**src/rtl/rsw_pkg.sv**
```systemverilog
package rsw_pkg;

    typedef enum logic [1:0] {
        RATE_G1  = 2'b00,
        RATE_G2  = 2'b01,
        RATE_G3  = 2'b10,
        RATE_RSV = 2'b11
    } rate_e;

    typedef enum logic [2:0] {
        ST_IDLE,
        ST_REQ,
        ST_WAIT,
        ST_UPDATE,
        ST_STATUS
    } seq_st_e;

    localparam int NUM_RATES     = 3;
    localparam int FAB_LOG2_W    = 2;
    localparam int FAB_LOG2_SLOW = 2;
    localparam int FAB_LOG2_FAST = 0;

    typedef struct packed {
        logic                  pll_div2_en;
        logic [FAB_LOG2_W-1:0] fab_div_log2;
        logic                  gen3_pcs_sel;
    } clk_plan_t;

    function automatic clk_plan_t plan_for(rate_e r);
        clk_plan_t p;
        p = '0;
        case (r)
            RATE_G1: begin
                p.pll_div2_en  = 1'b1;
                p.fab_div_log2 = FAB_LOG2_W'(FAB_LOG2_SLOW);
            end
            RATE_G2: begin
                p.fab_div_log2 = FAB_LOG2_W'(FAB_LOG2_SLOW);
            end
            RATE_G3: begin
                p.fab_div_log2 = FAB_LOG2_W'(FAB_LOG2_FAST);
                p.gen3_pcs_sel = 1'b1;
            end
            default: p = '0;
        endcase
        return p;
    endfunction

endpackage

```
**src/rtl/rsw_req_hold.sv**
```systemverilog
module rsw_req_hold
    import rsw_pkg::*;
(
    input  logic       clk_i,
    input  logic       rst_ni,
    input  logic       vld_i,
    input  logic [1:0] rate_i,
    input  logic       take_i,
    output logic       pend_o,
    output logic [1:0] pend_rate_o,
    output logic       rsv_hit_o
);

    typedef struct packed {
        logic       pend;
        logic [1:0] rate;
    } hold_t;

    hold_t hold_d, hold_q;
    logic  legal;

    always_comb begin
        legal     = (rate_i != RATE_RSV);
        rsv_hit_o = vld_i && !legal;
        hold_d    = hold_q;
        if (take_i) begin
            hold_d.pend = 1'b0;
        end
        // A fresh legal request overwrites any older one still waiting.
        if (vld_i && legal) begin
            hold_d.pend = 1'b1;
            hold_d.rate = rate_i;
        end
    end

    always_ff @(posedge clk_i) begin
        if (!rst_ni) begin
            hold_q <= '0;
        end else begin
            hold_q <= hold_d;
        end
    end

    assign pend_o      = hold_q.pend;
    assign pend_rate_o = hold_q.rate;

endmodule

```
**src/rtl/rsw_seq_fsm.sv**
```systemverilog
module rsw_seq_fsm
    import rsw_pkg::*;
#(
    parameter int         TMO_W      = 16,
    parameter logic [1:0] RESET_RATE = 2'b00
) (
    input  logic             clk_i,
    input  logic             rst_ni,
    input  logic             pend_i,
    input  logic [1:0]       pend_rate_i,
    input  logic             rsv_hit_i,
    input  logic [TMO_W-1:0] tmo_limit_i,
    input  logic             sw_done_i,
    output logic             take_o,
    output logic             sw_req_o,
    output logic             status_o,
    output logic [1:0]       cur_rate_o,
    output logic             err_o
);

    typedef struct packed {
        seq_st_e          st;
        logic [1:0]       cur;
        logic [1:0]       tgt;
        logic [TMO_W-1:0] cnt;
        logic             err;
    } seq_t;

    seq_t seq_d, seq_q;

    always_comb begin
        seq_d  = seq_q;
        take_o = 1'b0;
        if (rsv_hit_i) begin
            seq_d.err = 1'b1;
        end
        case (seq_q.st)
            ST_IDLE: begin
                if (pend_i) begin
                    take_o = 1'b1;
                    if (pend_rate_i == seq_q.cur) begin
                        seq_d.st = ST_STATUS;
                    end else begin
                        seq_d.tgt = pend_rate_i;
                        seq_d.st  = ST_REQ;
                    end
                end
            end
            ST_REQ: begin
                seq_d.cnt = '0;
                seq_d.st  = ST_WAIT;
            end
            ST_WAIT: begin
                if (sw_done_i) begin
                    seq_d.st = ST_UPDATE;
                end else if (seq_q.cnt == tmo_limit_i) begin
                    // Abort: keep the previous rate, flag the failure.
                    seq_d.st  = ST_IDLE;
                    seq_d.tgt = seq_q.cur;
                    seq_d.err = 1'b1;
                end else begin
                    seq_d.cnt = seq_q.cnt + 1'b1;
                end
            end
            ST_UPDATE: begin
                seq_d.cur = seq_q.tgt;
                seq_d.st  = ST_STATUS;
            end
            ST_STATUS: begin
                seq_d.st = ST_IDLE;
            end
            default: begin
                seq_d.st = ST_IDLE;
            end
        endcase
    end

    always_ff @(posedge clk_i) begin
        if (!rst_ni) begin
            seq_q     <= '0;
            seq_q.st  <= ST_IDLE;
            seq_q.cur <= RESET_RATE;
            seq_q.tgt <= RESET_RATE;
        end else begin
            seq_q <= seq_d;
        end
    end

    assign sw_req_o   = (seq_q.st == ST_REQ) || (seq_q.st == ST_WAIT);
    assign status_o   = (seq_q.st == ST_STATUS);
    assign cur_rate_o = seq_q.cur;
    assign err_o      = seq_q.err;

endmodule

```
**src/rtl/rsw_clk_plan.sv**
```systemverilog
module rsw_clk_plan
    import rsw_pkg::*;
(
    input  logic                  rate_i,
    input  logic [1:0]            rate_code_i,
    output logic                  pll_div2_en_o,
    output logic [FAB_LOG2_W-1:0] fab_div_log2_o,
    output logic                  gen3_pcs_sel_o
);

    logic [NUM_RATES-1:0] hit;
    clk_plan_t            plan;

    for (genvar g = 0; g < NUM_RATES; g++) begin : g_hit
        assign hit[g] = rate_i && (rate_code_i == 2'(g));
    end

    always_comb begin
        plan = '0;
        for (int k = 0; k < NUM_RATES; k++) begin
            if (hit[k]) begin
                plan = plan | plan_for(rate_e'(2'(k)));
            end
        end
    end

    assign pll_div2_en_o  = plan.pll_div2_en;
    assign fab_div_log2_o = plan.fab_div_log2;
    assign gen3_pcs_sel_o = plan.gen3_pcs_sel;

endmodule

```
**src/rtl/pipe_rate_switch_ctrl.sv**
```systemverilog
module pipe_rate_switch_ctrl
    import rsw_pkg::*;
#(
    parameter int         TMO_W      = 16,
    parameter logic [1:0] RESET_RATE = 2'b00
) (
    input  logic             clk_i,
    input  logic             rst_ni,
    input  logic             rate_req_vld_i,
    input  logic [1:0]       rate_req_i,
    input  logic [TMO_W-1:0] tmo_limit_i,
    output logic             pma_sw_req_o,
    input  logic             pma_sw_done_i,
    output logic             phy_status_o,
    output logic [1:0]       cur_rate_o,
    output logic             gen3_pcs_sel_o,
    output logic             pll_div2_en_o,
    output logic [1:0]       fab_div_log2_o,
    output logic             rate_err_o
);

    logic       pend;
    logic [1:0] pend_rate;
    logic       rsv_hit;
    logic       take;
    logic [1:0] cur_rate;

    rsw_req_hold u_hold (
        .clk_i       (clk_i),
        .rst_ni      (rst_ni),
        .vld_i       (rate_req_vld_i),
        .rate_i      (rate_req_i),
        .take_i      (take),
        .pend_o      (pend),
        .pend_rate_o (pend_rate),
        .rsv_hit_o   (rsv_hit)
    );

    rsw_seq_fsm #(
        .TMO_W      (TMO_W),
        .RESET_RATE (RESET_RATE)
    ) u_seq (
        .clk_i       (clk_i),
        .rst_ni      (rst_ni),
        .pend_i      (pend),
        .pend_rate_i (pend_rate),
        .rsv_hit_i   (rsv_hit),
        .tmo_limit_i (tmo_limit_i),
        .sw_done_i   (pma_sw_done_i),
        .take_o      (take),
        .sw_req_o    (pma_sw_req_o),
        .status_o    (phy_status_o),
        .cur_rate_o  (cur_rate),
        .err_o       (rate_err_o)
    );

    rsw_clk_plan u_plan (
        .rate_i         (1'b1),
        .rate_code_i    (cur_rate),
        .pll_div2_en_o  (pll_div2_en_o),
        .fab_div_log2_o (fab_div_log2_o),
        .gen3_pcs_sel_o (gen3_pcs_sel_o)
    );

    assign cur_rate_o = cur_rate;

endmodule

```
**config.mk**
```make
export PLATFORM = sky130hd
export DESIGN_NAME = pipe_rate_switch_ctrl
export DESIGN_NICKNAME = d
export VERILOG_FILES = /design/src/rtl/rsw_pkg.sv /design/src/rtl/rsw_req_hold.sv /design/src/rtl/rsw_seq_fsm.sv /design/src/rtl/rsw_clk_plan.sv /design/src/rtl/pipe_rate_switch_ctrl.sv
export SDC_FILE = /design/constraint.sdc
export NUM_CORES = 1
export LEC_CHECK = 0
export BUFFER_PORTS_ARGS = -buffer_cell sky130_fd_sc_hd__buf_2
export CORE_MARGIN = 4
export CORE_UTILIZATION = 59
export CTS_CLUSTER_DIAMETER = 100
export DETAILED_ROUTE_END_ITERATION = 10
export GPL_ROUTABILITY_DRIVEN = 1
export MAX_ROUTING_LAYER = met4
export PLACE_DENSITY = 0.84
export SETUP_SLACK_MARGIN = 0.15
export SLEW_MARGIN = 10
export SYNTH_ARGS = -nofsm -noshare
export SYNTH_HDL_FRONTEND = slang
export SYNTH_SLANG_ARGS = --single-unit
```
**constraint.sdc**
```tcl
create_clock -name clk_i -period 5.6 [get_ports clk_i]
set_input_delay 0.56 -clock clk_i [delete_from_list [all_inputs] [get_ports clk_i]]
set_output_delay 0.56 -clock clk_i [all_outputs]
set_load 0.05 [all_outputs]
```
==> results.sh, run 1 <==
export IMPL_antenna_found_initial=0
export IMPL_synth_flop_cell="dfxtp_1"
export IMPL_synth_edf_count=0
export IMPL_gp_congestion=0.827
export IMPL_relSlewSlack_pct=54.3
export IMPL_critPathLaunch="u_seq.seq_q[22]"
export IMPL_slowest_delay_ps=620
export IMPL_dieArea_um2=3680
export IMPL_synth_avg_cell_area_um2=8.34
export IMPL_hp_class="in2reg"
export IMPL_setup_viol=0
export IMPL_clockBufferDepth=2
export IMPL_num_fill_cells=202
export IMPL_finalNonFillerCells=247
export IMPL_max_freq_mhz=476
export IMPL_status="finished, final reports clean"
export IMPL_synth_seq_area_share_pct=33.1
export IMPL_clk_insertion_delay_late_ps=340
export IMPL_synth_distinct_cells=50
export IMPL_final_setup_tns_ps=0
export IMPL_antenna_cells=0
export IMPL_clkTransAtPathRegs_ps=150
export IMPL_leakagePower_uw=0.000645
export IMPL_die_h_um=60.6
export IMPL_tritoncts="done"
export IMPL_synth_seq_cells=27
export IMPL_area_delta_synth_final_pct=9.41
export IMPL_detail_route_first_pass_iterations=4
export IMPL_grt_pass1_wl_mm=6.47
export IMPL_antenna_left=0
export IMPL_worstPathMaxFanout=14
export IMPL_io_buffers=29
export IMPL_clock_sinks=27
export IMPL_hold_path_startpoint="rate_req_vld_i"
export IMPL_place_inst=243
export IMPL_fin_nets=241
export IMPL_cp_slowest_cell="or4b_4"
export IMPL_grt_max_degree=33
export IMPL_critPathKind="reg2reg"
export IMPL_worstPathCellList="or4b_4 -> nor3_4 -> nand4_1 -> or4_1 -> nand2_1"
export IMPL_cts_resized_gates=0
export IMPL_track_usage_pct=24.0
export IMPL_grt_overflow_total=0
export IMPL_path_buf_inv=0
export IMPL_core_area_um2=2570
export IMPL_synth_nets=219
export IMPL_reg2reg_from="u_seq.seq_q[22]"
export IMPL_netlist_area_um2=1640
export IMPL_cts_setup_buffers=0
export IMPL_ios=31
export IMPL_vdd_drop_max_v=0.000150
export IMPL_cts_buffers=3
export IMPL_drv_slew=0
export IMPL_htreeDepth=1
export IMPL_hold_viol_final=0
export IMPL_rows=18
export IMPL_startpoint_type="register"
export IMPL_final_core_util_pct=69.7
export IMPL_syn_inst=196
export IMPL_fin_total_pwr_uw=326
export IMPL_viasPerCell=6.27
export IMPL_initial_core_util_pct=63.7
export IMPL_whs_ps=438
export IMPL_die_w_um=60.6
export IMPL_drt_iter0_markers=95
export IMPL_cp_arrival_ps=2390
export IMPL_finClkSkew_ps=2.21
export IMPL_crit_family="simple AND/OR/NAND/NOR gates"
export IMPL_synth_async_reset_ratio_pct=0
export IMPL_worst_slew_pin_slew_ps=677
export IMPL_end_kind="register"
export IMPL_layout_min_cycle_time_ps=2100
export IMPL_required_ps=5900
export IMPL_num_vias=1549
export IMPL_rsz0062_at_grt="false"
export IMPL_cap_violations=0
export IMPL_routedWlPerCell_um=15.6
export IMPL_post_route_period_util_pct=37.5
export IMPL_clockRootBuffer="clkbuf_4"
export IMPL_ys_warn_count=0
export IMPL_grt_pass1_vias=1462
export IMPL_routed_wl_mm=3.86
export IMPL_power_density_nw_per_um2=182
export IMPL_hpwl_mm=2.92
export IMPL_drive_gt1_share_pct=20.3
export IMPL_cts_hold_buffers_added=0
export IMPL_remaining_drc_errors=0
[stage by stage]
| step | instance area (µm²) | setup slack, ps |
|---|---|---|
| 2_1_floorplan | 1640 | 3670 |
| 3_3_place_gp | 1760 | 3400 |
| 3_5_place_dp | 1760 | 3370 |
| 4_1_cts | 1790 | 3520 |
| 5_1_grt | 1790 | 3370 |
| 6_report | 1790 | 3500 |
[path summary, 6_finish.rpt]
kind	end	slack, ps	depth (start not counted)
worst max-delay path	u_seq.seq_q[12]	3500	5
worst min-delay path	u_hold.pend_rate_o[0]	440	2
worst max register to register	u_seq.seq_q[12]	3500	5
worst min register to register	u_seq.seq_q[16]	520	2
[registers in the layout, summed over array words and instances (netlist names)]
name                cells
u_hold.pend_o           1
u_hold.pend_rate_o      2
u_seq.seq_q            21
u_seq.cur_rate_o        2
u_seq.err_o             1
[cell usage after synthesis, types with 4 or more instances]
cell type | number | area share (%)
buf_2 | 6 | 1.8
nand2_1 | 15 | 3.4
o211ai_1 | 5 | 2.3
nand3_1 | 4 | 1.2
nand4_1 | 12 | 4.6
dfxtp_1 | 27 | 33
nand2b_1 | 6 | 2.3
a21oi_1 | 17 | 5.2
or4_1 | 6 | 2.8
nor2_1 | 11 | 2.5
or3_1 | 6 | 2.3
o31ai_1 | 5 | 2.3
o21ai_0 | 4 | 1.2
o21ai_1 | 4 | 1.2
buf_4 | 4 | 1.8
xnor2_1 | 16 | 8.6
[where the power goes]
group | internal, µW | switching, µW | leakage, µW
clock | 27.4 | 62.8 | 0.0000139
sequential | 195 | 3.23 | 0.000218
combinational | 15.4 | 21.8 | 0.000413
[cell usage in the layout, fill, tap and decap left out, types with 2 or more instances in the layout]
| cell type | instances |
|---|---|
| buf_2 | 29 |
| dfxtp_1 | 27 |
| a21oi_1 | 17 |
| xnor2_1 | 16 |
| nand2_1 | 15 |
| nand4_1 | 12 |
| nor2_1 | 11 |
| nand2b_1 | 6 |
| or3_1 | 6 |
| or4_1 | 6 |
| o211ai_1 | 5 |
| o31ai_1 | 5 |
| o21ai_0 | 4 |
| nand3_1 | 4 |
| o21ai_1 | 4 |
| mux2i_1 | 3 |
| nor3_1 | 3 |
| clkbuf_4 | 3 |
| inv_1 | 2 |
| a211oi_1 | 2 |
| o21a_1 | 2 |
| and3_1 | 2 |
| xor2_1 | 2 |
| o41ai_1 | 2 |
| a311oi_1 | 2 |
| o311ai_1 | 2 |
| buf_4 | 2 |
[cell families (layout without fill, tap and decap cells)]
| kind of cell | after synthesis | count (layout) | synth area share (%) |
|---|---|---|---|
| muxes | 3 | 3 | 1.84 |
| buffers and inverters | 17 | 38 | 5.74 |
| AOI/OAI and AO/OA | 49 | 49 | 19.6 |
| and+or+nand+nor | 80 | 80 | 29.2 |
| DFF | 27 | 27 | 33.1 |
| other | 1 | 1 | 0.229 |
| xor gates and xnor gates | 18 | 18 | 9.64 |
| adders and majority gates | 1 | 1 | 0.765 |
[cell type report]
cell class | instances | area, µm² | share of cell area (%)
inverters | 3 | 11.3 | 0.629
clock inverters | 1 | 7.51 | 0.420
flip-flops and latches | 27 | 541 | 30.2
repair buffers | 31 | 160 | 8.95
clock buffers | 3 | 22.5 | 1.26
multi-input cells | 152 | 1010 | 56.4
well taps | 30 | 37.5 | 2.10
[per-layer routing]
metal	part of all wire [%]	routed length (µm)	global-route usage, %
met1	43	1640	31.6
met2	47	1820	36.5
met3	9.2	355	4.47
met4	1.1	42	9.29
met5	0	0	-
[worst register-to-register path, cell delays in order, from the launching register on]
cell and delay, ps:
dfxtp_1 560, or4b_4 620, nor3_4 260, nand4_1 140, or4_1 420, nand2_1 70
Note: power is estimated with default switching activity, not from simulation.
==> run 2: changes to the inputs <==
--- a/config.mk
+++ b/config.mk
@@ -5,14 +5,15 @@
 export SDC_FILE = /design/constraint.sdc
 export NUM_CORES = 1
 export LEC_CHECK = 0
+export ABC_AREA = 1
 export BUFFER_PORTS_ARGS = -buffer_cell sky130_fd_sc_hd__buf_2
 export CORE_MARGIN = 4
-export CORE_UTILIZATION = 59
+export CORE_UTILIZATION = 51
 export CTS_CLUSTER_DIAMETER = 100
 export DETAILED_ROUTE_END_ITERATION = 10
 export GPL_ROUTABILITY_DRIVEN = 1
 export MAX_ROUTING_LAYER = met4
-export PLACE_DENSITY = 0.84
+export PLACE_DENSITY = 0.76
 export SETUP_SLACK_MARGIN = 0.15
 export SLEW_MARGIN = 10
 export SYNTH_ARGS = -nofsm -noshare
==> constraint.sdc (replaced) <==
create_clock -name clk_i -period 1.7 [get_ports clk_i]
set_input_delay 0.17 -clock clk_i [delete_from_list [all_inputs] [get_ports clk_i]]
set_output_delay 0.17 -clock clk_i [all_outputs]
set_load 0.05 [all_outputs]
==> results.sh, run 2 <==
export IMPL_routedWlPerCell_um=13.3
export IMPL_num_fill_cells=334
export IMPL_drv_slew=0
export IMPL_reg2reg_from="u_seq.seq_q[11]"
export IMPL_met2_usage_pct=33.1
export IMPL_busiest_layer="met2"
export IMPL_crit_top_cell="nand2_1"
export IMPL_yosysTopAreaCell="dfxtp_1"
export IMPL_leakagePower_uw=0.00115
export IMPL_reg2reg_depth=11
export IMPL_layout_common_cells="100 x nand2_1, 43 x inv_1, 32 x nor2_1"
export IMPL_final_common_cell="nand2_1"
export IMPL_antenna_left=0
export IMPL_cap_violations=0
export IMPL_tritoncts="done"
export IMPL_fin_nets=418
export IMPL_antenna_found_initial=0
export IMPL_synth_async_reset_ratio_pct=0
export IMPL_gp_congestion=0.932
export IMPL_synth_flop_cell="dfxtp_1"
export IMPL_hpwl_mm=3.98
export IMPL_grt_pass1_vias=1833
export IMPL_htreeDepth=1
export IMPL_cp_slowest_cell="dfxtp_4"
export IMPL_clockRootBuffer="clkbuf_8"
export IMPL_regArea_um2=586
export IMPL_max_freq_mhz=637
export IMPL_initial_core_util_pct=53.7
export IMPL_synth_distinct_cells=35
export IMPL_grt_max_degree=17
export IMPL_status="finished, final reports clean"
export IMPL_worstPathCellList="inv_1 -> nand2_1 -> nand2_1 -> nor2_1 -> nand2_1 -> nor2_4 -> nand2_4 -> nand2_8 -> buf_6 -> nand3_2 -> a21oi_1"
export IMPL_area_delta_synth_final_pct=31.5
export IMPL_crit_family="simple AND/OR/NAND/NOR gates"
export IMPL_final_core_util_pct=70.6
export IMPL_hold_viol_final=0
export IMPL_holdPathStages=2
export IMPL_required_ps=1910
export IMPL_io_buffers=29
export IMPL_final_setup_tns_ps=0
export IMPL_grt_util_met1_pct=29.2
export IMPL_finalNonFillerCells=442
export IMPL_worstPathMaxFanout=7
export IMPL_rows=22
export IMPL_yosysMostFrequentCell="nand2_1"
export IMPL_detail_route_first_pass_iterations=4
export IMPL_synth_avg_cell_area_um2=5.89
export IMPL_cts_buffers=3
export IMPL_grt_overflow_total=0
export IMPL_ios=31
export IMPL_core_area_um2=3720
export IMPL_fin_ws_ps=131
export IMPL_clockBufferDepth=2
export IMPL_routed_wl_mm=5.88
export IMPL_clkTransAtPathRegs_ps=100
export IMPL_use_met3_pct=2.27
export IMPL_die_w_um=70.6
export IMPL_yosys_top_cells_count="107 x nand2_1, 50 x inv_1, 42 x nor2_1"
export IMPL_remaining_drc_errors=0
export IMPL_rsz0062_at_grt="true"
export IMPL_viasPerCell=5.20
export IMPL_top_register="u_seq.seq_q"
export IMPL_drt_iter0_markers=226
export IMPL_hold_path_startpoint="rst_ni"
export IMPL_track_usage_pct=21.1
export IMPL_r2r_slack_ps=130
export IMPL_path_buf_inv=2
export IMPL_ys_warn_count=0
export IMPL_synth_seq_area_share_pct=27.1
export IMPL_drive_gt1_share_pct=32.7
export IMPL_synth_seq_cells=27
export IMPL_synth_area_leaders="dfxtp_1 27%, nand2_1 20%, inv_1 9.4%"
export IMPL_dieArea_um2=4980
export IMPL_post_route_period_util_pct=92.3
export IMPL_finish_instance_area_um2=2630
export IMPL_min_to="u_seq.err_o"
export IMPL_place_area_um2=2240
export IMPL_syn_inst=339
export IMPL_synth_edf_count=0
export IMPL_cp_arrival_ps=1780
export IMPL_layout_min_cycle_time_ps=1570
export IMPL_largest_reg_flops=21
export IMPL_die_h_um=70.6
export IMPL_num_vias=2297
export IMPL_pre_cts_slack_ps=58.3
export IMPL_clk_insertion_delay_late_ps=280
export IMPL_synth_top_area_share_pct=27.1
export IMPL_critPathKind="reg2reg"
export IMPL_setup_viol=0
export IMPL_multiInputGateArea_um2=1340
export IMPL_end_kind="register"
export IMPL_finClkSkew_ps=7.59
export IMPL_power_density_nw_per_um2=541
export IMPL_synth_nets=362
export IMPL_slowest_delay_ps=390
export IMPL_antenna_cells=0
export IMPL_netlist_area_um2=2000
export IMPL_startpoint_type="register"
export IMPL_place_inst=421
export IMPL_vdd_drop_max_v=0.000647
export IMPL_hp_class="in2reg"
export IMPL_grt_pass1_wl_mm=8.42
export IMPL_r2r_end="u_seq.seq_q[6]"
export IMPL_clock_sinks=27
-- run 2: changes by cell type after synthesis, sizes merged, moves of 16 or more --
| cell | before | now |
|---|---|---|
| xnor2 | 16 | 0 |
| nor2 | 12 | 45 |
| inv | 3 | 55 |
| nand2 | 16 | 111 |
| nand3 | 4 | 34 |
-- run 2: layout make-up --
cell class / count / area share [%]
tap: 48 / 2.29
sequential: 27 / 22.3
clock buffer: 3 / 1.57
timing repair buffer: 57 / 14.5
multi-input combinational: 251 / 50.9
clock inverter: 1 / 0.286
inverter: 55 / 8.15
-- run 2: power breakdown --
group          leakage [µW]  switching [µW]  internal (µW)
clock network     0.0000217             216            167
registers          0.000230            23.4            640
logic              0.000900             232            142
-- run 2: worst max path at each step --
stage,cells after the start,to,startpoint,slack [ps]
2_1_floorplan,2,gen3_pcs_sel_o,u_seq.cur_rate_o[1],210
3_3_place_gp,11,u_seq.seq_q[4],u_seq.seq_q[11],90
3_5_place_dp,11,u_seq.seq_q[5],u_seq.seq_q[11],60
4_1_cts,6,pma_sw_req_o,u_seq.seq_q[22],130
5_1_grt,10,u_seq.seq_q[11],u_seq.seq_q[11],10
6_report,11,u_seq.seq_q[6],u_seq.seq_q[11],130
-- run 2: what timing repair did --
action	in CTS	in global routing
resized for setup	16	61
gates cloned	0	3
pin swaps	0	28
setup endpoints to repair	19	21
setup buffers	0	14
hold buffers	0	0
-- run 2: routing by layer --
layer,part of all wire (%),wire [µm]
met2,49,2860
met4,1.7,101
met5,0,0
met3,7.0,413
met1,43,2500
-- run 2: kinds of logic (layout without fill, tap and decap cells) --
| group | count (synthesis) | in the layout | synth area share, % |
|---|---|---|---|
| simple gates | 210 | 213 | 47.8 |
| flops | 27 | 27 | 27.1 |
| fa+ha+maj | 1 | 1 | 0.627 |
| xor+xnor | 1 | 1 | 0.439 |
| other cells | 1 | 1 | 0.188 |
| compound gates | 35 | 35 | 9.97 |
| buf+inv | 64 | 116 | 13.9 |
-- run 2: worst reg2reg max path: stages (launching register included) --
cell and delay (ps):
dfxtp_4 390, inv_1 60, nand2_1 50, nand2_1 40, nor2_1 140, nand2_1 130, nor2_4 120, nand2_4 120
nand2_8 140, buf_6 110, nand3_2 50, a21oi_1 140
-- run 2: metrics by stage --
step	power, µW	hold slack [ps]
floorplan	908	288
global placement	983	450
global route	1490	153
CTS	1370	143
detailed placement	986	446
finish	1420	149
==> run 3: changes to the inputs <==
--- a/config.mk
+++ b/config.mk
@@ -9,6 +9,7 @@
 export BUFFER_PORTS_ARGS = -buffer_cell sky130_fd_sc_hd__buf_2
 export CORE_MARGIN = 4
 export CORE_UTILIZATION = 51
+export CTS_BUF_LIST = sky130_fd_sc_hd__clkbuf_16
 export CTS_CLUSTER_DIAMETER = 100
 export DETAILED_ROUTE_END_ITERATION = 10
 export GPL_ROUTABILITY_DRIVEN = 1
==> results.sh, run 3 (same netlist as run 2, synthesis figures left out) <==
export IMPL_status="finished, final reports clean"
export IMPL_crit_family="simple AND/OR/NAND/NOR gates"
export IMPL_vdd_drop_max_v=0.000501
export IMPL_reg2reg_from="u_seq.seq_q[11]"
export IMPL_final_setup_tns_ps=0
export IMPL_clock_sinks=27
export IMPL_grt_pass1_vias=1877
export IMPL_die_w_um=70.6
export IMPL_clk_insertion_delay_late_ps=270
export IMPL_grt_overflow_total=0
export IMPL_clkTransAtPathRegs_ps=70
export IMPL_num_vias=2280
export IMPL_routedWlPerCell_um=13.5
export IMPL_required_ps=1890
export IMPL_cts_hold_buffers_added=0
export IMPL_top_register="u_seq.seq_q"
export IMPL_initial_core_util_pct=53.7
export IMPL_fin_nets=411
export IMPL_worstPathMaxFanout=7
export IMPL_reg2reg_depth=11
export IMPL_antenna_found_initial=0
export IMPL_critPathKind="reg2reg"
export IMPL_cts_buffers=3
export IMPL_finish_instance_area_um2=2620
export IMPL_max_freq_mhz=641
export IMPL_clockRootBuffer="clkbuf_16"
export IMPL_viasPerCell=5.24
export IMPL_worstPathCellList="inv_1 -> nand2_1 -> nand2_1 -> nor2_1 -> nand2_1 -> nor2_4 -> nand2_4 -> nand2_8 -> buf_6 -> nand3_2 -> a21oi_1"
export IMPL_track_usage_pct=21.4
export IMPL_rsz0062_at_grt="true"
export IMPL_finClkSkew_ps=5.64
export IMPL_post_route_period_util_pct=91.8
export IMPL_remaining_drc_errors=0
export IMPL_rows=22
export IMPL_gp_congestion=0.932
export IMPL_routed_wl_mm=5.89
export IMPL_core_area_um2=3720
export IMPL_hpwl_mm=3.98
export IMPL_ios=31
export IMPL_slowest_delay_ps=380
export IMPL_leakagePower_uw=0.00116
export IMPL_htreeDepth=1
export IMPL_path_buf_inv=2
export IMPL_detail_route_first_pass_iterations=4
export IMPL_clockBufferDepth=2
export IMPL_startpoint_type="register"
export IMPL_layout_common_cells="96 x nand2_1, 45 x inv_1, 30 x nor2_1"
export IMPL_layout_min_cycle_time_ps=1560
export IMPL_antenna_left=0
export IMPL_r2r_end="u_seq.seq_q[6]"
export IMPL_end_kind="register"
export IMPL_holdPathStages=2
export IMPL_area_delta_synth_final_pct=31.4
export IMPL_drv_slew=0
export IMPL_die_h_um=70.6
export IMPL_min_to="u_seq.err_o"
export IMPL_drive_gt1_share_pct=33.1
export IMPL_grt_max_degree=17
export IMPL_cap_violations=0
export IMPL_finalNonFillerCells=435
export IMPL_place_inst=421
export IMPL_dieArea_um2=4980
export IMPL_setup_viol=0
export IMPL_num_fill_cells=334
export IMPL_fin_total_pwr_uw=1580
export IMPL_hp_class="in2reg"
export IMPL_hold_path_startpoint="rst_ni"
export IMPL_hold_viol_final=0
export IMPL_place_area_um2=2240
export IMPL_crit_top_cell="nand2_1"
export IMPL_tritoncts="done"
export IMPL_cp_slowest_cell="dfxtp_4"
export IMPL_largest_reg_flops=21
export IMPL_power_density_nw_per_um2=602
export IMPL_final_core_util_pct=70.6
export IMPL_grt_pass1_wl_mm=8.50
export IMPL_cp_arrival_ps=1750
export IMPL_r2r_slack_ps=140
export IMPL_final_common_cell="nand2_1"
export IMPL_antenna_cells=0
export IMPL_io_buffers=29
export IMPL_drt_iter0_markers=177
[run 3: cell count changes in the layout (fill, tap and decap cells not counted), sizes merged]
cell	delta
buf	-7
[run 3: stage by stage]
stage	hold WS (ps)	setup slack [ps]
detailed placement	446	58.3
finish	170	140
CTS	171	134
global placement	450	87.2
global route	182	75.5
floorplan	288	210
[run 3: cell type report]
cell class,count,area (µm²),area share [%]
multi-input cells,251,1360,51.7
flip-flops and latches,27,587,22.4
repair buffers,50,324,12.4
inverters,55,214,8.16
clock buffers,3,75.1,2.86
well taps,48,60.1,2.29
clock inverters,1,7.51,0.286
[run 3: worst max path at each step]
stage / startpoint / end / slack [ps] / cells past startpoint
finish: u_seq.seq_q[11] / u_seq.seq_q[6] / 140 / 11
global route: u_seq.seq_q[11] / u_seq.seq_q[6] / 80 / 11
CTS: u_seq.seq_q[13] / u_seq.seq_q[9] / 130 / 11
detailed placement: u_seq.seq_q[11] / u_seq.seq_q[5] / 60 / 11
global placement: u_seq.seq_q[11] / u_seq.seq_q[4] / 90 / 11
floorplan: u_seq.cur_rate_o[1] / gen3_pcs_sel_o / 210 / 2
[run 3: worst register-to-register path: stages (launching register included)]
cell and delay (ps):
dfxtp_4 380, inv_1 60, nand2_1 50, nand2_1 40, nor2_1 160, nand2_1 120
nor2_4 120, nand2_4 120, nand2_8 140, buf_6 110, nand3_2 50, a21oi_1 140
[run 3: power breakdown]
| group | internal [µW] | total [µW] | switching, µW |
|---|---|---|---|
| Sequential | 641 | 664 | 23.0 |
| Clock | 320 | 550 | 230 |
| Combinational | 128 | 365 | 237 |
| Total | 1090 | 1580 | 490 |
[run 3: what timing repair did]
| item | in CTS | in global routing |
|---|---|---|
| gates resized for setup | 11 | 71 |
| pin swaps | 1 | 24 |
| endpoints found under the setup margin | 18 | 22 |
| buffers inserted | 2 | 5 |
| cloned | 0 | 3 |
[run 3: metal layers]
metal,global-route usage [%],up-vias,part of all wire [%]
li1,-,1175,-
met4,5.64,0,1.9
met2,33.6,91,48
met1,29.1,1001,43
met3,2.70,13,6.9
met5,-,-,0
